$ cat config.mk
export PLATFORM = sky130hd
export DESIGN_NAME = lfsr_leap
export DESIGN_NICKNAME = d
export VERILOG_FILES = /design/src/rtl/lfsr_leap_pkg.sv /design/src/rtl/lfsr_leap_next.sv /design/src/rtl/lfsr_leap_state.sv /design/src/rtl/lfsr_leap.sv
export SDC_FILE = /design/constraint.sdc
export NUM_CORES = 1
export LEC_CHECK = 0
export BUFFER_PORTS_ARGS = -buffer_cell sky130_fd_sc_hd__buf_2
export CORE_MARGIN = 2
export CORE_UTILIZATION = 40
export CTS_CLUSTER_DIAMETER = 60
export DETAILED_ROUTE_END_ITERATION = 10
export GPL_TIMING_DRIVEN = 0
export PLACE_DENSITY = 0.71
export SLEW_MARGIN = 15
export SYNTH_ARGS = -nofsm -noshare
export SYNTH_HDL_FRONTEND = slang
export SYNTH_HIERARCHICAL = 1
export SYNTH_SLANG_ARGS = --single-unit
$ cat constraint.sdc
create_clock -name clk -period 0.8 [get_ports clk]
set_input_delay 0.08 -clock clk [delete_from_list [all_inputs] [get_ports clk]]
set_output_delay 0.08 -clock clk [all_outputs]
set_load 0.005 [all_outputs]
$ cat src/rtl/lfsr_leap_pkg.sv
package lfsr_leap_pkg;
  // Default geometry: degree-18 trinomial with its inner tap at 11,
  // four single steps merged into each clock.
  localparam int DEF_WIDTH = 18;
  localparam int DEF_TAP   = 11;
  localparam int DEF_STEPS = 4;
  localparam int DEF_SEED  = 33072;
endpackage

$ cat src/rtl/lfsr_leap_next.sv
// Combinational look-ahead: STEPS copies of the single-step map, chained.
// Each stage costs one two-input XOR; the rest is wiring.
module lfsr_leap_next #(
  parameter int WIDTH = 18,
  parameter int TAP   = 11,
  parameter int STEPS = 4
) (
  input  logic [WIDTH-1:0] cur_i,
  output logic [WIDTH-1:0] nxt_o
);
  logic [WIDTH-1:0] stage [STEPS+1];

  assign stage[0] = cur_i;

  for (genvar g = 0; g < STEPS; g++) begin : g_step
    assign stage[g+1] = {stage[g][WIDTH-2:0],
                         stage[g][WIDTH-1] ^ stage[g][TAP-1]};
  end

  assign nxt_o = stage[STEPS];
endmodule

$ cat src/rtl/lfsr_leap_state.sv
// State bank: asynchronous active-low reset to the effective seed.
module lfsr_leap_state #(
  parameter int WIDTH = 18,
  parameter logic [WIDTH-1:0] INIT = '1
) (
  input  logic             clk,
  input  logic             rst_n,
  input  logic [WIDTH-1:0] d_i,
  output logic [WIDTH-1:0] q_o
);
  always_ff @(posedge clk or negedge rst_n) begin
    if (!rst_n) q_o <= INIT;
    else        q_o <= d_i;
  end
endmodule

$ cat src/rtl/lfsr_leap.sv
module lfsr_leap
  import lfsr_leap_pkg::*;
#(
  parameter int WIDTH = DEF_WIDTH,
  parameter int TAP   = DEF_TAP,
  parameter int STEPS = DEF_STEPS,
  parameter logic [WIDTH-1:0] SEED = WIDTH'(DEF_SEED)
) (
  input  logic             clk,
  input  logic             rst_n,
  output logic [STEPS-1:0] rnd_o
);
  // a zero seed would lock the register; substitute 1.
  localparam logic [WIDTH-1:0] SEED_EFF = (SEED == '0) ? WIDTH'(1) : SEED;

  logic [WIDTH-1:0] state_q;
  logic [WIDTH-1:0] state_d;

  lfsr_leap_next #(.WIDTH(WIDTH), .TAP(TAP), .STEPS(STEPS)) u_next (
    .cur_i (state_q),
    .nxt_o (state_d)
  );

  lfsr_leap_state #(.WIDTH(WIDTH), .INIT(SEED_EFF)) u_state (
    .clk   (clk),
    .rst_n (rst_n),
    .d_i   (state_d),
    .q_o   (state_q)
  );

  // newest bits sit at the bottom of the state.
  assign rnd_o = state_q[STEPS-1:0];

  // first edge after release still sees the seed in the bank.
  a_r1_seed_load: assert property (@(posedge clk) disable iff (!rst_n)
    $rose(rst_n) |-> state_q == SEED_EFF);

  // the untouched part of the state moves up by STEPS places.
  a_r2_shift_carry: assert property (@(posedge clk) disable iff (!rst_n)
    1'b1 |=> state_q[WIDTH-1:STEPS] == $past(state_q[WIDTH-1-STEPS:0]));

  // the bit from the first step, computed from the old state, ends in bit STEPS-1.
  a_r2_first_tap: assert property (@(posedge clk) disable iff (!rst_n)
    1'b1 |=> state_q[STEPS-1] == $past(state_q[WIDTH-1] ^ state_q[TAP-1]));

  // lock-up state never reached.
  a_r3_never_zero: assert property (@(posedge clk) disable iff (!rst_n)
    state_q != '0);
endmodule

## Word level (Yosys, flattened, before mapping)

Index checks and enable logic that the tools add are counted.

- Bitwise operators: 4

Operators by type and width:

| cell | count |
|---|---|
| XOR 1 bit | 4 |

- Register bits: 18
- Bits of input ports: 2
- Output and inout port bits: 4
- Logic and storage cells: 5

## Longest topological paths before layout

- Depth after elaboration: 1
- Depth in mapped cells: 1

## Cells and area by module

The synthesis kept the hierarchy.

By module, submodules not included:

| module | instances | cells an instance | area each (um2) | sequential area each (um2) |
|---|---|---|---|---|
| lfsr_leap_state | 1 | 18 | 455.4 | 455.4 |
| lfsr_leap_next | 1 | 18 | 140.1 | 0.0 |

## Worst setup path after synthesis

No wires, ideal clock.

- Path type: register to register
- From: register u_state.q_o[8]
- To: register u_state.q_o[1]
- Setup time: 0.079 ns
- Arrival: 0.626 ns
- Path slack: 0.095 ns
- Stages on the path, launching flop included: 2
- Buffers on the path: 0
- Clock period less this slack: 0.705 ns
- Path through: dfstp_2 xor2_1

- Word-level cells in the longest chain between the ends: 1

RTL lines:

| what | RTL line | RTL |
|---|---|---|
| start, declared | lfsr_leap_state.sv:9 | `output logic [WIDTH-1:0] q_o` |
| start signal, assigned | lfsr_leap_state.sv:13 | `else q_o <= d_i;` |
| XOR 1 bit | lfsr_leap_next.sv:17 | `stage[g][WIDTH-1] ^ stage[g][TAP-1]};` |
| via state_d[1] | lfsr_leap.sv:17 | `logic [WIDTH-1:0] state_d;` |

The timed path passes the listed nets, and every way through them passes these cells.

## Worst setup path in the final report

- From: register u_state.q_o[2]
- To: output rnd_o[2]

RTL lines:

| what | RTL line | RTL |
|---|---|---|
| end, declared | lfsr_leap.sv:11 | `output logic [STEPS-1:0] rnd_o` |

No word-level cell between the ends.

==> reports/qor.csv <==
stage,metric,value,unit
run_status,outcome,"complete, but fails checks",
run_status,failing checks,negative setup slack,
power,Clock Power Share,36.2,%
worst_setup_path,CP max FO,2,
worst_setup_path,FF-to-FF End,u_state/q_o[7],
routing,DRT Pass-1 Iters,2,
worst_setup_path,kind of critical path,reg2out,
floorplanning,Chip Width,42.6,um
timing,WHS,0.233,ns
timing,final hold vios,0,
worst_setup_path,Arrival @ worst endpoint,0.79,ns
routing,DR DRC count,0,
cts,clock root buffer,clkbuf_4,
power,portion of total power attributed to combinational logic,1.4,%
cts,"CTS clk-pin slew, worst paths",0.09,ns
power,P_sw,0.267,mW
power,switch share,18.3,%
placement,# port buffers,5,
timing,clock skew,0.00214,ns
cts,CTS tree,done,
global_route,GRT Overall Usage,10.3,%
timing,Setup Total Neg Slack,-0.308,ns
floorplanning,Die Ht,42.6,um
cts,Clock Tree Buf Depth,2,
global_route,via count of the first global-routing pass,275,
worst_setup_path,crit path from,u_state/q_o[2],
cts,worst skew pair latency,0.28,ns
floorplanning,row cnt,13,
routing,initial DRC count,2,
worst_setup_path,required time worst endpoint,0.72,ns
worst_setup_path,Reg2Reg Depth,3,
timing,Fmax,1150,MHz
routing,Vias/cell,4.00,
worst_setup_path,worst stage delay on the critical path,0.39,ns
final_layout,layout cell share with drive strength beyond 1,62.7,%
global_route,first-pass GRT wire length,1190,um
power,Max IR drop VDD,1480,uV
worst_setup_path,launching point of the worst reg2reg path,u_state/q_o[3],
power,Sequential Power Share,62.4,%
routing,Vias,264,
worst_setup_path,CP max stage cell,dfrtp_1,
cts,post-CTS sizing,0,
floorplanning,die footprint,0.00181,sq mm
power,internal power,1.19,mW
final_layout,max reg flops,18,
logic_synthesis,Mean Syn Cell Area,16.5,sq um
logic_synthesis,sequential share of the synthesized area,76.5,%
logic_synthesis,Synth Cell Area,596,sq um
final_layout,Nets,54,
logic_synthesis,Syn Nets,38,
floorplanning,boundary pin count,6,
hold_path,min-delay worst type,in2async,
routing,Routed Antenna Nets,0,
worst_setup_path,CP Launch Type,flop,
timing,final setup margin,-0.0728,ns
timing,Pins Over Slew Limit,0,
placement,post-detail-place hpwl,383,um
flow_run,Max-cap violations,0,
power,Design Power,1.46,mW
timing,slew margin rel.,75.1,%
cts,Num CTS Buffers,3,
logic_synthesis,Yosys cell types,4,
logic_synthesis,#FFs+latches synth,18,
timing,fin crit share,109,%
final_layout,Syn-to-layout area delta,21.4,%
floorplanning,Core Area,0.00135,sq mm
power,P per Cell Area,2020,mW/mm^2
final_layout,Biggest register,u_state/q_o,
worst_setup_path,CP top delay family,flip-flops,
cts,total number of H-tree levels,1,
global_route,residual overflow from global routing,0,
final_layout,top flop regs,u_state/q_o x18,
placement,Final GP Congestion,0.619,
routing,final wirelength,697,um
timing,crit path time final,0.873,ns
final_layout,diode count,0,
timing,RSZ-0062 raised after global routing,true,
routing,WL/cell,10.6,um
logic_synthesis,Post-Synthesis Cells,36,
worst_setup_path,worst path cell trace,buf_2,
global_route,initial antenna violation count,0,
worst_setup_path,r2r setup slk,-0.04,ns
power,Leak,0.430,nW
worst_setup_path,endpoint class of the critical path,primary output,
logic_synthesis,Synth Warn #,6,
global_route,largest net degree at the start of global routing,19,
floorplanning,Initial Util,44.1,%
worst_setup_path,WP buf/inv,1,
timing,final setup vio count,5,
cts,clk sink count,18,
timing,worst slew pin tran,0.373,ns
worst_setup_path,Worst path depth,1,
-- power by group through the flow --
stage / clock, mW / combinational [mW] / sequential (mW)
after detailed placement: 0 / 0.0191 / 0.927
after global placement: 0 / 0.0187 / 0.927
after global routing: 0.594 / 0.0265 / 0.911
after floorplan: 0 / 0.000000115 / 0.928
after CTS: 0.560 / 0.0226 / 0.910
final: 0.528 / 0.0211 / 0.910
-- stage by stage --
stage	utilization [%]	cell area [sq um]	setup slack, ns	cells
6_report	53.6	723	-0.0728	66
5_1_grt	53.6	723	-0.125	66
4_1_cts	52.5	708	-0.0987	64
3_5_place_dp	47.4	639	0.0690	56
3_3_place_gp	47.4	639	0.0596	56
2_1_floorplan	-	596	0.0947	36
-- cell usage in the layout (no fill, tap or decap), drive strengths merged --
cell          n
buf          24
dlygate4sd3   1
xor2          4
clkbuf        4
dfstp         4
dfrtp        14
-- layout make-up --
type / instances / area, sq um
well taps: 15 / 18.8
repair buffers: 11 / 72.6
flip-flops and latches: 18 / 455
plain buffers: 14 / 105
clock buffers: 4 / 36.3
fillers: 116 / 627
multi-input cells: 4 / 35.0
-- worst max-delay path by stage --
stage	end	slack [ns]
6_report	rnd_o[2]	-0.07
4_1_cts	rnd_o[2]	-0.1
5_1_grt	rnd_o[3]	-0.13
3_5_place_dp	u_state/q_o[1]	0.07
2_1_floorplan	u_state/q_o[1]	0.09
3_3_place_gp	u_state/q_o[1]	0.06
-- logic make-up (layout without fill, tap and decap cells) --
| logic type | after synthesis | in the layout | synth area share [%] |
|---|---|---|---|
| DFF | 18 | 18 | 76.5 |
| xor gates and xnor gates | 4 | 4 | 5.88 |
| buffers and inverters | 14 | 29 | 17.6 |
-- synthesized netlist by cell type --
| cell | count | area share (%) |
|---|---|---|
| dfstp_2 | 4 | 18 |
| buf_4 | 14 | 18 |
| xor2_1 | 4 | 5.9 |
| dfrtp_1 | 14 | 59 |
-- routing by layer --
layer / vias up / part of all wire (%) / track usage, %
met5: - / 0 / 0
li1: 126 / - / -
met2: 7 / 47 / 14.2
met3: 2 / 6.9 / 7.76
met4: 0 / 1.1 / 5.63
met1: 129 / 45 / 11.5
-- timing repair --
item	CTS	global route
hold buffers	1	0
endpoints found under the hold margin	18	0
setup endpoints to repair	4	4
buffers inserted	3	2
(Power assumes the default switching activity.)
